[src/rtl/pwr_seq_pkg.sv]
package pwr_seq_pkg;

  typedef enum logic [1:0] {
    M_MISSION  = 2'b00,
    M_BROWNOUT = 2'b01,
    M_LCD      = 2'b10,
    M_SLEEP    = 2'b11
  } mode_e;

  typedef enum logic [1:0] {
    PH_RESET = 2'b00,
    PH_HOLD  = 2'b01,
    PH_RUN   = 2'b10
  } phase_e;

  // hold length chosen by the power state latched at reset release
  function automatic int unsigned hold_cycles(logic pwr_at_rel,
                                              int unsigned with_pwr,
                                              int unsigned no_pwr);
    return pwr_at_rel ? with_pwr : no_pwr;
  endfunction

  // n = power-present cycles seen so far, including the current one
  function automatic logic lock_done(int unsigned n, logic lock,
                                     int unsigned lo, int unsigned hi,
                                     int unsigned fixed);
    if (fixed != 0) return (n >= fixed);
    return ((n >= lo) && lock) || (n >= hi);
  endfunction

endpackage

[src/rtl/pwr_seq_sync.sv]
module pwr_seq_sync #(
  parameter int W = 1,
  parameter logic [W-1:0] RST_VAL = '0
) (
  input  logic         clk,
  input  logic         arst_n,
  input  logic [W-1:0] d,
  output logic [W-1:0] q
);
  logic [W-1:0] meta_q;

  always_ff @(posedge clk or negedge arst_n) begin
    if (!arst_n) begin
      meta_q <= RST_VAL;
      q      <= RST_VAL;
    end else begin
      meta_q <= d;
      q      <= meta_q;
    end
  end
endmodule

[src/rtl/pwr_seq_ctr.sv]
module pwr_seq_ctr #(
  parameter int W = 8
) (
  input  logic         clk,
  input  logic         arst_n,
  input  logic         clr,
  input  logic         en,
  output logic [W-1:0] cnt
);
  always_ff @(posedge clk or negedge arst_n) begin
    if (!arst_n)  cnt <= '0;
    else if (clr) cnt <= '0;
    else if (en)  cnt <= cnt + 1'b1;
  end
endmodule

[src/rtl/pwr_seq_fsm.sv]
module pwr_seq_fsm
  import pwr_seq_pkg::*;
#(
  parameter int unsigned HOLD_PWR   = 4100,
  parameter int unsigned HOLD_BAT   = 2,
  parameter int unsigned LOCK_MIN   = 2048,
  parameter int unsigned LOCK_MAX   = 4096,
  parameter int unsigned LOCK_FIXED = 0
) (
  input  logic       clk,
  input  logic       arst_n,
  input  logic       rst_s,
  input  logic       pwr_s,
  input  logic       bat_s,
  input  logic       pll_lock,
  input  logic       lcd_req,
  input  logic       sleep_req,
  output logic       wake,
  output logic       pll_ok,
  output logic [1:0] mode,
  output logic       cfg_clr,
  output logic       mode_irq,
  output logic       mpu_start,
  output logic       wdt_en
);
  localparam int unsigned HOLD_MAX = (HOLD_PWR > HOLD_BAT) ? HOLD_PWR : HOLD_BAT;
  localparam int HW = $clog2(HOLD_MAX + 1);
  localparam int LW = $clog2(LOCK_MAX + 1);

  phase_e phase_q, phase_d;
  mode_e  mode_q, mode_d;
  logic   wake_q, wake_d, pll_q, pll_d, wdt_q, wdt_d;
  logic   cfg_q, cfg_d, irq_q, irq_d, start_q, start_d;
  logic   relpwr_q, relpwr_d;

  logic [HW-1:0] hold_cnt;
  logic [LW-1:0] lock_cnt;

  // named internal events
  logic in_hold, hold_fire, lock_wait, lock_fire;

  assign in_hold   = (phase_q == PH_HOLD) && !rst_s;
  assign hold_fire = in_hold &&
                     ((32'(hold_cnt) + 1) >= hold_cycles(relpwr_q, HOLD_PWR, HOLD_BAT));
  assign lock_wait = !rst_s && (phase_q == PH_RUN) && (mode_q != M_MISSION) && pwr_s;
  assign lock_fire = lock_wait &&
                     lock_done(32'(lock_cnt) + 1, pll_lock, LOCK_MIN, LOCK_MAX, LOCK_FIXED);

  pwr_seq_ctr #(.W(HW)) u_hold_ctr (
    .clk(clk), .arst_n(arst_n), .clr(!in_hold), .en(in_hold), .cnt(hold_cnt)
  );

  pwr_seq_ctr #(.W(LW)) u_lock_ctr (
    .clk(clk), .arst_n(arst_n), .clr(!lock_wait), .en(lock_wait), .cnt(lock_cnt)
  );

  always_comb begin
    phase_d  = phase_q;
    mode_d   = mode_q;
    wake_d   = wake_q;
    pll_d    = pll_q;
    wdt_d    = wdt_q;
    relpwr_d = relpwr_q;
    cfg_d    = 1'b0;
    irq_d    = 1'b0;
    start_d  = 1'b0;
    if (rst_s) begin
      if (phase_q != PH_RESET) cfg_d = 1'b1;
      phase_d = PH_RESET;
      mode_d  = M_SLEEP;
      wake_d  = 1'b0;
      pll_d   = 1'b0;
      wdt_d   = 1'b0;
    end else begin
      case (phase_q)
        PH_RESET: begin
          phase_d  = PH_HOLD;
          relpwr_d = pwr_s;
        end
        PH_HOLD: begin
          if (hold_fire) begin
            phase_d = PH_RUN;
            wake_d  = 1'b1;
            start_d = 1'b1;
            if (relpwr_q) begin
              mode_d = M_MISSION;
              pll_d  = 1'b1;
              wdt_d  = 1'b1;
            end else begin
              mode_d = M_BROWNOUT;
            end
          end
        end
        default: begin
          if (mode_q == M_MISSION) begin
            if (!pwr_s) begin
              pll_d = 1'b0;
              wdt_d = 1'b0;
              if (bat_s) begin
                mode_d = M_BROWNOUT;
              end else begin
                mode_d = M_SLEEP;
                wake_d = 1'b0;
                cfg_d  = 1'b1;
              end
            end
          end else if (lock_fire) begin
            mode_d = M_MISSION;
            wake_d = 1'b1;
            pll_d  = 1'b1;
            wdt_d  = 1'b1;
            if (mode_q == M_BROWNOUT) irq_d = 1'b1;
            else                      start_d = 1'b1;
          end else if (!pwr_s) begin
            if (mode_q == M_BROWNOUT) begin
              if (!bat_s || sleep_req) begin
                mode_d = M_SLEEP;
                wake_d = 1'b0;
                cfg_d  = 1'b1;
              end else if (lcd_req) begin
                mode_d = M_LCD;
                wake_d = 1'b0;
                cfg_d  = 1'b1;
              end
            end else if ((mode_q == M_LCD) && sleep_req) begin
              mode_d = M_SLEEP;
            end
          end
        end
      endcase
    end
  end

  always_ff @(posedge clk or negedge arst_n) begin
    if (!arst_n) begin
      phase_q  <= PH_RESET;
      mode_q   <= M_SLEEP;
      wake_q   <= 1'b0;
      pll_q    <= 1'b0;
      wdt_q    <= 1'b0;
      cfg_q    <= 1'b0;
      irq_q    <= 1'b0;
      start_q  <= 1'b0;
      relpwr_q <= 1'b0;
    end else begin
      phase_q  <= phase_d;
      mode_q   <= mode_d;
      wake_q   <= wake_d;
      pll_q    <= pll_d;
      wdt_q    <= wdt_d;
      cfg_q    <= cfg_d;
      irq_q    <= irq_d;
      start_q  <= start_d;
      relpwr_q <= relpwr_d;
    end
  end

  assign wake      = wake_q;
  assign pll_ok    = pll_q;
  assign mode      = mode_q;
  assign cfg_clr   = cfg_q;
  assign mode_irq  = irq_q;
  assign mpu_start = start_q;
  assign wdt_en    = wdt_q;


  rst_quiet_chk: assert property (@(posedge clk) disable iff (!arst_n)
    rst_s |=> (!wake_q && !wdt_q && !irq_q && !start_q && mode_q == M_SLEEP));


  pll_drop_chk: assert property (@(posedge clk) disable iff (!arst_n)
    (phase_q == PH_RUN && mode_q == M_MISSION && !pwr_s) |=> (!pll_q && mode_q != M_MISSION));


  wake_lowpwr_chk: assert property (@(posedge clk) disable iff (!arst_n)
    (mode_q == M_LCD || mode_q == M_SLEEP) |-> !wake_q);


  irq_origin_chk: assert property (@(posedge clk) disable iff (!arst_n)
    irq_q |-> (mode_q == M_MISSION && $past(mode_q) == M_BROWNOUT));


  irq_pulse_chk: assert property (@(posedge clk) disable iff (!arst_n)
    irq_q |=> !irq_q);


  clr_irq_excl_chk: assert property (@(posedge clk) disable iff (!arst_n)
    !(cfg_q && irq_q));


  wdt_entry_chk: assert property (@(posedge clk) disable iff (!arst_n)
    $rose(wdt_q) |-> (mode_q == M_MISSION && $past(mode_q) != M_MISSION));

endmodule

[src/rtl/pwr_seq_top.sv]
module pwr_seq_top #(
  parameter int unsigned HOLD_PWR   = 4100,
  parameter int unsigned HOLD_BAT   = 2,
  parameter int unsigned LOCK_MIN   = 2048,
  parameter int unsigned LOCK_MAX   = 4096,
  parameter int unsigned LOCK_FIXED = 0
) (
  input  logic       clk,
  input  logic       arst_n,
  input  logic       rst_pin,
  input  logic       pwr_ok,
  input  logic       bat_ok,
  input  logic       pll_lock,
  input  logic       lcd_req,
  input  logic       sleep_req,
  output logic       wake,
  output logic       pll_ok,
  output logic [1:0] mode,
  output logic       cfg_clr,
  output logic       mode_irq,
  output logic       mpu_start,
  output logic       wdt_en
);
  localparam int NSYNC = 3;
  // reset bit starts asserted, power and battery start absent
  localparam logic [NSYNC-1:0] SYNC_INIT = 3'b100;

  logic [NSYNC-1:0] raw_in, syn_out;

  assign raw_in = {rst_pin, pwr_ok, bat_ok};

  pwr_seq_sync #(.W(NSYNC), .RST_VAL(SYNC_INIT)) u_sync (
    .clk(clk), .arst_n(arst_n), .d(raw_in), .q(syn_out)
  );

  pwr_seq_fsm #(
    .HOLD_PWR(HOLD_PWR), .HOLD_BAT(HOLD_BAT),
    .LOCK_MIN(LOCK_MIN), .LOCK_MAX(LOCK_MAX), .LOCK_FIXED(LOCK_FIXED)
  ) u_fsm (
    .clk(clk), .arst_n(arst_n),
    .rst_s(syn_out[2]), .pwr_s(syn_out[1]), .bat_s(syn_out[0]),
    .pll_lock(pll_lock), .lcd_req(lcd_req), .sleep_req(sleep_req),
    .wake(wake), .pll_ok(pll_ok), .mode(mode), .cfg_clr(cfg_clr),
    .mode_irq(mode_irq), .mpu_start(mpu_start), .wdt_en(wdt_en)
  );
endmodule

[config.mk]
export PLATFORM = sky130hd
export DESIGN_NAME = pwr_seq_top
export DESIGN_NICKNAME = d
export VERILOG_FILES = /design/src/rtl/pwr_seq_pkg.sv /design/src/rtl/pwr_seq_sync.sv /design/src/rtl/pwr_seq_ctr.sv /design/src/rtl/pwr_seq_fsm.sv /design/src/rtl/pwr_seq_top.sv
export SDC_FILE = /design/constraint.sdc
export NUM_CORES = 1
export LEC_CHECK = 0
export ABC_AREA = 1
export ABC_CLOCK_PERIOD_IN_PS = 2000
export BUFFER_PORTS_ARGS = -buffer_cell sky130_fd_sc_hd__buf_4
export CAP_MARGIN = 15
export CORE_ASPECT_RATIO = 0.6
export CORE_MARGIN = 4
export CORE_UTILIZATION = 54
export DETAILED_ROUTE_END_ITERATION = 12
export GPL_TIMING_DRIVEN = 0
export PLACE_DENSITY = 0.75
export RECOVER_POWER = 25
export SYNTH_ARGS = -nofsm -noshare
export SYNTH_HDL_FRONTEND = slang
export SYNTH_SLANG_ARGS = --single-unit
[constraint.sdc]
create_clock -name clk -period 2 [get_ports clk]
set_input_delay 0.2 -clock clk [delete_from_list [all_inputs] [get_ports clk]]
set_output_delay 0.2 -clock clk [all_outputs]
set_load 0.005 [all_outputs]
Word level (Yosys, flattened, before mapping)
Cells that the tools add are included.
- register bits after elaboration: 42
- input bits: 8
- logic and storage cells: 117
- add/subtract/negate cells: 4
- magnitude comparators: 3
- equality and inequality tests: 11
- mux-type cells: 59
- bitwise logic cells: 1
- reductions and logical operators: 27
- operator list (cell ; count):
    13-bit 2-to-1 mux ; 3
    1-bit 2-to-1 mux ; 38
    32-bit by 12-bit >= comparator with 1-bit output, second input constant ; 1
    32-bit by 13-bit >= comparator with 1-bit output, second input constant ; 1
    32-bit >= comparator ; 1
    13-bit by 1-bit adder with 14-bit output, second input constant ; 2
    13-bit by 1-bit adder with 13-bit output, second input constant ; 2
    2-bit 2-to-1 mux ; 13
    6-bit nonzero test ; 2
    1-bit logical AND ; 8
    4-bit by 3-bit inequality test with 1-bit output, second input constant ; 2
    2-bit one-hot mux with 2 select lines ; 2
    7-bit by 4-bit inequality test with 1-bit output, second input constant ; 1
    7-bit AND reduction ; 1
    3-bit by 2-bit inequality test with 1-bit output, second input constant ; 2
    1-bit one-hot mux with 2 select lines ; 3
    6-bit AND reduction ; 1
    5-bit AND reduction ; 1
    5-bit nonzero test ; 1
    2-bit by 1-bit equality test with 1-bit output, second input constant ; 2
    2-bit equality test, second input constant ; 2
    2-bit zero test ; 2
    4-bit by 1-bit inequality test with 1-bit output, second input constant ; 1
    2-bit AND reduction ; 2
    other kinds (8) ; 11

Longest topological paths before layout
Gate-level depths: netlist of run 1.
- word-level depth: 9
- depth in mapped cells: 16

Hierarchy
Synthesis of run 1 repeated with hierarchy kept, for this count alone.
- cell total of the unflattened synthesis: 391
- area, all modules: 2795.2 um2
- modules (own cells, without submodules) (module ; instances ; cells an instance ; area an instance (um2) ; seq. area each (um2)):
    pwr_seq_ctr ; 2 ; 93 ; 733.2 ; 325.3
    pwr_seq_fsm ; 1 ; 199 ; 1176.1 ; 252.7
    pwr_seq_sync ; 1 ; 6 ; 152.6 ; 152.6

Least setup slack after synthesis of run 1
OpenSTA, ideal clock, no wires.
- path kind: register to register
- from: register u_fsm.u_hold_ctr.cnt[0]
- to: register u_fsm.wake_q (netlist: u_fsm.wake)
- arrival time: 1.872 ns
- required time: 1.883 ns
- setup slack: 0.011 ns
- cell stages (with the launch flop): 12
- buffers on the path: 0
- period minus slack after synthesis: 1.989 ns
- cells stage by stage: dfrtp_1 > ha_1 > nand3_2 > nor2_2 > nand4_1 > xor2_1 > inv_1 > ha_1 > a31oi_1 > nand3_4 > nand4_1 > nand2_1
- longest elaborated chain between the ends: 5
- RTL lines (what ; RTL line ; source):
    start: declaration ; pwr_seq_ctr.sv:8 ; output logic [W-1:0] cnt
    start signal: assignment ; pwr_seq_ctr.sv:13 ; else if (en) cnt <= cnt + 1'b1;
    13-bit by 1-bit adder with 14-bit output ; pwr_seq_fsm.sv:44 ; ((32'(hold_cnt) + 1) >= hold_cycles(relpwr_q, HOLD_PWR, HOLD_BAT));
    32-bit >= comparator ; pwr_seq_fsm.sv:44 ;
    1-bit logical AND ; pwr_seq_fsm.sv:43 ; assign hold_fire = in_hold &&
    3-bit by 2-bit inequality test with 1-bit output (no source line) ; n/a ;
    7-bit AND reduction (no source line) ; n/a ;
    end signal: assignment ; pwr_seq_fsm.sv:148 ; wake_q <= wake_d;
    end: declaration ; pwr_seq_fsm.sv:32 ; logic wake_q, wake_d, pll_q, pll_d, wdt_q, wdt_d;
No other way between the ends.
A chain may end at the register's enable or synchronous reset.

Worst setup path after layout of run 1
- from: register u_fsm.u_hold_ctr.cnt[0]
- to: register u_fsm.mode_q[0] (netlist: u_fsm.mode[0])
- longest elaborated chain between the ends: 5
- RTL lines (what ; RTL line ; source):
    13-bit by 1-bit adder with 14-bit output ; pwr_seq_fsm.sv:44 ;
    32-bit >= comparator ; pwr_seq_fsm.sv:44 ;
    1-bit logical AND ; pwr_seq_fsm.sv:43 ;
    3-bit by 2-bit inequality test with 1-bit output (no source line) ; n/a ;
    6-bit AND reduction (no source line) ; n/a ;
    end signal: assignment ; pwr_seq_fsm.sv:147 ; mode_q <= mode_d;
    end: declaration ; pwr_seq_fsm.sv:31 ; mode_e mode_q, mode_d;
No other way between the ends.

==> metrics.log, run 1 <==
[metrics] outcome: finished with violations
[metrics] violations in the final reports: negative setup slack
[metrics] net switching power: 0.000884 W
[metrics] antenna viol nets, final: 0
[metrics] master cell of the clock root buffer: clkbuf_8
[metrics] shortest clock period the worst path allows after layout: 2.03 ns
[metrics] Area growth syn-to-layout: 22.0%
[metrics] FFs w/ async S/R, synth: 100%
[metrics] all-layer global routing usage: 19.4%
[metrics] Most used DFF post-synth: dfrtp_1
[metrics] worst setup skew after layout: 0.00449 ns
[metrics] cell with the biggest individual delay on the critical path: dfrtp_1
[metrics] number of nets produced by synthesis: 301
[metrics] horizontal extent of the die: 92.6 um
[metrics] full die area: 0.00544 mm2
[metrics] CP endpoint kind: flop
[metrics] overall die height: 58.8 um
[metrics] clock latency at the later pin of the worst-skew pair: 0.29 ns
[metrics] worst-case setup slack after placement: -0.255 ns
[metrics] launch point of the worst reg-to-reg path: u_fsm.u_hold_ctr.cnt[0]$_DFF_PN0_
[metrics] number of cells on the worst hold path: 5
[metrics] commonest cells after routing, fill and taps aside: nand2_1 (64), dfrtp_1 (38), nor2_1 (37)
[metrics] GP Congestion: 0.874
[metrics] Seq pwr share: 43.5%
[metrics] worst vdd ir: 0.000437 V
[metrics] setup slack, reg-to-reg: -0.03 ns
[metrics] per-cell via count in the routed design: 5.18
[metrics] first-iteration detailed-routing DRC count: 199
[metrics] count of input and output buffers: 15
[metrics] hold wc startpoint: lcd_req
[metrics] pwr/cell area: 853 mW/mm2
[metrics] detailed-route DRC error count: 0
[metrics] total wirelength of the detailed-routed design: 5310 um
[metrics] part of the power in the clock network: 22.5%
[metrics] area fraction of the dominant cell type after synthesis: 41.0%
[metrics] number of antenna violations at the first check in global routing: 0
[metrics] worst path required time: 2.24 ns
[metrics] average instance area after synthesis: 8.08 um2
[metrics] leakage power of the design: 1.32 nW
[metrics] part of the cycle the worst path needs: 101%
[metrics] row cnt: 18
[metrics] Routed WL per cell: 13.7 um
[metrics] clock tree from TritonCTS: yes
[metrics] Max clock buf depth: 2
[metrics] Worst Hold Margin: 0.328 ns
[metrics] Min-Delay Endpoint: u_fsm.cfg_clr$_DFF_PN0_
[metrics] sequential-to-total area share from yosys stat: 45.5%
[metrics] number of storage elements in the synthesis netlist: 42
[metrics] Max stage delay on crit path: 0.40 ns
[metrics] commonest non-fill, non-tap cell in the layout: nand2_1
[metrics] Core Region: 0.00412 mm2
[metrics] metal1 wirelength: 2500 um
[metrics] clock-pin slew reported for the worst setup and hold paths after clock tree synthesis: 0.08 ns
[metrics] pin count of the biggest net entering global routing: 43
[metrics] maximum achievable frequency: 0.493 GHz
[metrics] sw frac: 36.6%
[metrics] startpoint class of the critical path: flop
[metrics] reg2reg end: u_fsm.mode[0]$_DFFE_PN1P_
[metrics] number of global-route vias before repair: 1696
[metrics] Fin. Hold Viols: 0
[metrics] distinct cell type count of the synthesized netlist: 34
[metrics] number of ports placed on the die boundary: 16
[metrics] smallest setup slack after layout: -0.0293 ns
[metrics] share of total power in combinational logic: 34.0%
[metrics] worst hold path type: input port to flop
[metrics] type of the worst setup path: flop to flop
[metrics] clk sink count: 42
[metrics] pin slew with the least headroom to its limit: 1.02 ns
[metrics] top metal layer carrying routed signals: met4
[metrics] metal3 WL: 369 um
[metrics] wire length of the first global-routing pass: 8090 um
[metrics] peak fanout along the critical path: 7
[metrics] number of warnings reported in the yosys synthesis log: 0
[metrics] cell internal power dissipation: 0.00153 W
[metrics] DP Wirelength: 3510 um
[metrics] Antenna diodes: 0
[metrics] cell taking the most area after synthesis: dfrtp_1
[metrics] Cell Area, Synth: 0.00232 mm2
[metrics] setup total negative slack: -0.0314 ns
[metrics] RSZ-0062 raised after global routing: yes
[metrics] share of layout cells above drive strength 1: 27.0%
[metrics] number of instances in the synthesized netlist: 287
[metrics] sum of overflow across all layers after global routing: 0
[metrics] core utilization of the finished layout: 68.6%
[metrics] setup violators final: 3
[metrics] worst reg2reg path depth: 12
[metrics] Max Transition Viols Final: 0
[metrics] MaxCap Viol Count: 0
[metrics] routed vias: 1998
[metrics] Total Nets Final: 339
[metrics] count of TritonRoute iterations in the first routing pass: 6
[metrics] tightest slew margin relative to the limit: 32.3%
[metrics] critical path data arrival time: 2.27 ns
[metrics] DR WL met2: 2410 um
[metrics] number of enable flip-flop cells after synthesis: 0
[metrics] cts bufs inserted: 5
[metrics] crit-path cells: ha_4 > nand3_4 > nor2_4 > nand4_1 > xor2_1 > inv_1 > ha_4 > a31oi_4 > nand3_4 > nand3_2 > nand2_1 > nand2_1
[metrics] Area contributors post-synth: dfrtp_1 (41%), nand2_1 (11%), nor2_1 (6.6%)
[metrics] H-tree levels: 2
[metrics] initial standard-cell utilization of the core: 56.3%
[metrics] PnR Total Power: 0.00241 W
-- metrics by stage --
step | cells | area (um2)
detailed placement | 362 | 2510
global placement | 362 | 2510
global route | 386 | 2830
finish | 386 | 2830
CTS | 375 | 2670
floorplan | 287 | 2320
-- cell families after synthesis --
kind of cell	after synthesis	synth area share [%]
flip-flops	42	45.5
AO/OA/AOI/OAI	28	7.34
AND/OR/NAND/NOR	165	35.2
adder cells (fa/ha/maj)	6	3.24
XOR/XNOR	5	1.89
buffers and inverters	41	6.80
-- timing repair --
action,CTS,global route
gates cloned,0,0
setup buffers,4,8
hold endpoints to repair,38,3
resized for setup,6,17
setup endpoints to repair,7,7
hold buffers,1,3
pin swaps,1,6
-- state kept, by name (all words and copies together) (netlist names) --
register,cells
u_fsm.pll_ok,1
u_sync.meta_q,3
u_fsm.mpu_start,1
u_fsm.cfg_clr,1
u_fsm.mode,2
u_fsm.u_lock_ctr.cnt,13
u_fsm.relpwr_q,1
u_fsm.mode_irq,1
u_sync.q,3
u_fsm.wake,1
u_fsm.phase_q,2
u_fsm.u_hold_ctr.cnt,13
-- worst max-delay path, delay by kind of cell (launching register included) --
kind | cells | cell delay, ns
AO/OA/AOI/OAI | 1 | 0.18
XOR/XNOR | 1 | 0.21
adder cells (fa/ha/maj) | 2 | 0.37
buffers and inverters | 1 | 0.10
flip-flops | 1 | 0.40
AND/OR/NAND/NOR | 7 | 0.72
-- per-layer routing --
layer | track usage (%) | up-vias
met5 | 0 | -
met4 | 4.23 | 0
met3 | 5.11 | 6
met1 | 29.0 | 933
li1 | - | 1001
met2 | 28.5 | 58
-- synthesized netlist by cell type (2+ instances only) --
| master | n |
|---|---|
| a31oi_1 | 2 |
| inv_1 | 29 |
| nor2_4 | 4 |
| ha_1 | 6 |
| inv_2 | 9 |
| o21a_1 | 2 |
| dfstp_2 | 4 |
| o21ai_1 | 2 |
| o21ai_0 | 7 |
| a21oi_1 | 9 |
| nor3b_1 | 2 |
| nor2_2 | 6 |
| nor3_1 | 4 |
| nand2_2 | 5 |
| nand2_1 | 67 |
| xor2_1 | 4 |
| nor2_1 | 41 |
| nand3_1 | 14 |
| nand3_2 | 6 |
| nand4_1 | 12 |
| dfrtp_1 | 38 |
| o21bai_1 | 2 |
-- how the worst max path moves through the flow --
| stage | startpoint | cells after the start | endpoint | slack (ns) |
|---|---|---|---|---|
| finish | u_fsm.u_hold_ctr.cnt[0]$_DFF_PN0_ | 12 | u_fsm.mode[0]$_DFFE_PN1P_ | -0.03 |
| global route | u_fsm.u_hold_ctr.cnt[0]$_DFF_PN0_ | 12 | u_fsm.mode[0]$_DFFE_PN1P_ | -0.10 |
| CTS | u_fsm.u_hold_ctr.cnt[0]$_DFF_PN0_ | 16 | u_fsm.mode[0]$_DFFE_PN1P_ | 0.005 |
| detailed placement | u_fsm.u_hold_ctr.cnt[0]$_DFF_PN0_ | 12 | u_fsm.mode[0]$_DFFE_PN1P_ | -0.25 |
| global placement | u_fsm.u_hold_ctr.cnt[0]$_DFF_PN0_ | 11 | u_fsm.wake$_DFFE_PN0P_ | -0.19 |
| floorplan | u_fsm.u_hold_ctr.cnt[0]$_DFF_PN0_ | 11 | u_fsm.wake$_DFFE_PN0P_ | 0.01 |
-- final cells by class --
class / count / area [um2]
multi-input cells: 204 / 1210
clock inverters: 2 / 13.8
plain buffers: 2 / 11.3
repair buffers: 31 / 240
inverters: 39 / 146
fillers: 342 / 1290
clock buffers: 6 / 72.6
well taps: 60 / 75.1
flip-flops and latches: 42 / 1060
-- power groups by stage --
stage                     sequential [W]  combinational (W)  clock [W]
final                            0.00105           0.000820   0.000543
after global routing             0.00106           0.000897   0.000594
after CTS                        0.00105           0.000728   0.000556
after detailed placement         0.00106           0.000698          0
after global placement           0.00106           0.000669          0
after floorplan                  0.00104           0.000472          0
No activity file was read; power rests on OpenSTA's default activity.
==> run 2, diff against run 1 <==
--- a/config.mk
+++ b/config.mk
@@ -6,15 +6,15 @@
 export NUM_CORES = 1
 export LEC_CHECK = 0
 export ABC_AREA = 1
-export ABC_CLOCK_PERIOD_IN_PS = 2000
+export ABC_CLOCK_PERIOD_IN_PS = 2200
 export BUFFER_PORTS_ARGS = -buffer_cell sky130_fd_sc_hd__buf_4
 export CAP_MARGIN = 15
 export CORE_ASPECT_RATIO = 0.6
 export CORE_MARGIN = 4
-export CORE_UTILIZATION = 54
+export CORE_UTILIZATION = 60
 export DETAILED_ROUTE_END_ITERATION = 12
 export GPL_TIMING_DRIVEN = 0
-export PLACE_DENSITY = 0.75
+export PLACE_DENSITY = 0.79
 export RECOVER_POWER = 25
 export SYNTH_ARGS = -nofsm -noshare
 export SYNTH_HDL_FRONTEND = slang
==> constraint.sdc (replaced) <==
create_clock -name clk -period 2.2 [get_ports clk]
set_input_delay 0.22 -clock clk [delete_from_list [all_inputs] [get_ports clk]]
set_output_delay 0.22 -clock clk [all_outputs]
set_load 0.005 [all_outputs]
==> run 2 against run 1 <==
Compared with the run above: the flow now finishes without violations; combinational power fell by 20%; power fell by 12%; critical path depth did not move; global-route usage rose by 2.4 points; fmax fell by 1.3%; cell area fell by 5.8%; hold slack got worse by 0.31 ns; cell count fell by 6.2%; sequential power fell by 9.6%; sequential share of layout area rose by 2.3 points; critical endpoint unchanged; highest routed layer unchanged.
==> metrics.log, run 2 (synthesized netlist as in run 1, its figures left out) <==
[metrics] worst path required time: 2.45 ns (was 2.24 ns)
[metrics] antenna viol nets, final: 0 (unchanged)
[metrics] launch point of the worst reg-to-reg path: u_fsm.u_hold_ctr.cnt[1]$_DFF_PN0_ (was u_fsm.u_hold_ctr.cnt[0]$_DFF_PN0_)
[metrics] Core Region: 0.00370 mm2 (was 0.00412 mm2)
[metrics] setup violators final: 0 (was 3)
[metrics] cts bufs inserted: 5 (unchanged)
[metrics] top flop regs: u_fsm.u_hold_ctr.cnt x13, u_fsm.u_lock_ctr.cnt x13 (unchanged)
[metrics] outcome: completed (was finished with violations)
[metrics] GP Congestion: 0.893 (was 0.874)
[metrics] worst setup skew after layout: 0.00411 ns (was 0.00449 ns)
[metrics] Max clock buf depth: 2 (unchanged)
[metrics] worst hold path type: input port to flop (unchanged)
[metrics] Area growth syn-to-layout: 14.8% (was 22.0%)
[metrics] full die area: 0.00496 mm2 (was 0.00544 mm2)
[metrics] routed vias: 1938 (was 1998)
[metrics] launch point of the critical path: u_fsm.u_hold_ctr.cnt[1]$_DFF_PN0_ (was u_fsm.u_hold_ctr.cnt[0]$_DFF_PN0_)
[metrics] count of input and output buffers: 15 (unchanged)
[metrics] DR WL met2: 2040 um (was 2410 um)
[metrics] commonest cells after routing, fill and taps aside: nand2_1 (67), nor2_1 (41), dfrtp_1 (38) (was nand2_1 (64), dfrtp_1 (38), nor2_1 (37))
[metrics] Worst setup endpoint: u_fsm.mode[0]$_DFFE_PN1P_ (unchanged)
[metrics] Max stage delay on crit path: 0.42 ns (was 0.40 ns)
[metrics] master cell of the clock root buffer: clkbuf_8 (unchanged)
[metrics] number of global-route vias before repair: 1877 (was 1696)
[metrics] core utilization of the finished layout: 71.9% (was 68.6%)
[metrics] all-layer global routing usage: 21.8% (was 19.4%)
[metrics] family with the most delay on the worst path: simple AND/OR/NAND/NOR gates (unchanged)
[metrics] startpoint class of the critical path: flop (unchanged)
[metrics] metal3 WL: 256 um (was 369 um)
[metrics] Buf/Inv on CP: 1 (unchanged)
[metrics] hold wc startpoint: rst_pin (was lcd_req)
[metrics] maximum achievable frequency: 0.486 GHz (was 0.493 GHz)
[metrics] cell with the biggest individual delay on the critical path: dfrtp_1 (unchanged)
[metrics] shortest clock period the worst path allows after layout: 2.06 ns (was 2.03 ns)
[metrics] DP Wirelength: 3390 um (was 3510 um)
[metrics] row cnt: 17 (was 18)
[metrics] final std cells w/o fill: 362 (was 386)
[metrics] Fin. Hold Viols: 0 (unchanged)
[metrics] count of TritonRoute iterations in the first routing pass: 4 (was 6)
[metrics] CP endpoint kind: flop (unchanged)
[metrics] H-tree levels: 2 (unchanged)
[metrics] crit-path cells: ha_4 > nand3_4 > nor2_4 > nand4_1 > xor2_1 > inv_1 > ha_1 > a31oi_4 > nand3_4 > nand3_2 > nand2_1 > nand2_1 (was ha_4 > nand3_4 > nor2_4 > nand4_1 > xor2_1 > inv_1 > ha_4 > a31oi_4 > nand3_4 > nand3_2 > nand2_1 > nand2_1)
[metrics] initial standard-cell utilization of the core: 62.6% (was 56.3%)
[metrics] number of ports placed on the die boundary: 16 (unchanged)
[metrics] clock-pin slew reported for the worst setup and hold paths after clock tree synthesis: 0.08 ns (about the same)
[metrics] critical path data arrival time: 2.31 ns (was 2.27 ns)
[metrics] clock tree from TritonCTS: yes (unchanged)
[metrics] PnR Total Power: 0.00213 W (was 0.00241 W)
[metrics] setup slack, reg-to-reg: 0.14 ns (was -0.03 ns)
[metrics] wire length of the first global-routing pass: 8340 um (was 8090 um)
[metrics] leakage power of the design: 1.26 nW (was 1.32 nW)
[metrics] Total Nets Final: 328 (was 339)
[metrics] horizontal extent of the die: 88.3 um (was 92.6 um)
[metrics] Antenna diodes: 0 (unchanged)
[metrics] pwr/cell area: 801 mW/mm2 (was 853 mW/mm2)
[metrics] setup total negative slack: 0 ns (was -0.0314 ns)
[metrics] part of the cycle the worst path needs: 93.5% (was 101%)
[metrics] Max Transition Viols Final: 0 (unchanged)
[metrics] first-iteration detailed-routing DRC count: 105 (was 199)
[metrics] sum of overflow across all layers after global routing: 0 (unchanged)
[metrics] share of layout cells above drive strength 1: 22.2% (was 27.0%)
[metrics] MaxCap Viol Count: 0 (unchanged)
[metrics] RSZ-0062 raised after global routing: yes (unchanged)
[metrics] clock latency at the later pin of the worst-skew pair: 0.30 ns (was 0.29 ns)
[metrics] clk sink count: 42 (unchanged)
[metrics] reg2reg end: u_fsm.mode[0]$_DFFE_PN1P_ (unchanged)
[metrics] metal1 wirelength: 2330 um (was 2500 um)
[metrics] worst vdd ir: 0.000667 V (was 0.000437 V)
[metrics] fillers: 285 (was 342)
[metrics] multi-input logic area: 0.00114 mm2 (was 0.00121 mm2)
[metrics] per-cell via count in the routed design: 5.35 (was 5.18)
[metrics] Routed WL per cell: 13.0 um (was 13.7 um)
[metrics] worst reg2reg path depth: 12 (unchanged)
[metrics] area of all sequential standard cells: 0.00106 mm2 (unchanged)
[metrics] pin slew with the least headroom to its limit: 1.03 ns (was 1.02 ns)
[metrics] overall die height: 56.2 um (was 58.8 um)
[metrics] type of the worst setup path: flop to flop (unchanged)
[metrics] Crit path depth: 12 (unchanged)
[metrics] tightest slew margin relative to the limit: 31.5% (was 32.3%)
[metrics] Placed Instances: 349 (was 362)
[metrics] total wirelength of the detailed-routed design: 4710 um (was 5310 um)
[metrics] number of antenna violations at the first check in global routing: 0 (unchanged)
[metrics] detailed-route DRC error count: 0 (unchanged)
[metrics] pin count of the biggest net entering global routing: 43 (unchanged)
[metrics] peak fanout along the critical path: 7 (unchanged)
[metrics] top metal layer carrying routed signals: met4 (unchanged)
[metrics] commonest non-fill, non-tap cell in the layout: nand2_1 (unchanged)
==> run 2: cell types whose count changed in the layout (fill, tap and decap cells not counted), sizes merged <==
cell / before / now
dlygate4sd3: 4 / 1
clkinv: 3 / 2
clkinvlp: 0 / 1
buf: 24 / 16
==> run 2: per-stage QoR <==
stage          area [um2]  hold WS [ns]  setup WS [ns]
2_1_floorplan        2320       -0.0756          0.211
3_3_place_gp         2490         0.234        0.00430
3_5_place_dp         2490         0.240        -0.0919
4_1_cts              2610        0.0111         0.0642
5_1_grt              2660        0.0101        -0.0103
6_report             2660        0.0229          0.143
==> run 2: how the worst min path moves through the flow <==
stage | cells after the start | end | slack [ns]
finish | 1 | u_sync.meta_q[2]$_DFF_PN1_ | 0.02
global route | 1 | u_sync.meta_q[2]$_DFF_PN1_ | 0.01
CTS | 1 | u_sync.meta_q[2]$_DFF_PN1_ | 0.01
detailed placement | 1 | u_fsm.wake$_DFFE_PN0P_ | 0.24
global placement | 1 | u_fsm.wake$_DFFE_PN0P_ | 0.23
floorplan | 0 | u_fsm.cfg_clr$_DFF_PN0_ | -0.08
==> run 2: layer usage <==
metal  vias up  global-route usage (%)
met4         0                    8.41
met2        59                    31.5
met3        10                    5.03
met1       889                    31.6
met5         -                       0
li1        980                       -
==> run 2: what timing repair did <==
item                                    in CTS  in global routing
setup buffers                                1                  3
pin swaps                                    0                  3
hold buffers                                 1                  0
resized for setup                            2                  4
endpoints found under the hold margin       38                  0
endpoints found under the setup margin       7                  6
==> run 2: cell type report <==
type / count / share of cell area, %
sequential: 42 / 39.7
timing repair buffer: 20 / 5.64
inverter: 39 / 5.50
clock inverter: 2 / 0.470
multi-input combinational: 204 / 43.0
tap: 47 / 2.21
clock buffer: 6 / 3.10
buffer: 2 / 0.423
==> run 2: report_power, final <==
| part | switching [W] | total (W) | internal, W | leakage, nW |
|---|---|---|---|---|
| clock | 0.000278 | 0.000531 | 0.000252 | 0.0472 |
| combinational | 0.000390 | 0.000654 | 0.000264 | 0.660 |
| sequential | 0.0000832 | 0.000949 | 0.000866 | 0.555 |
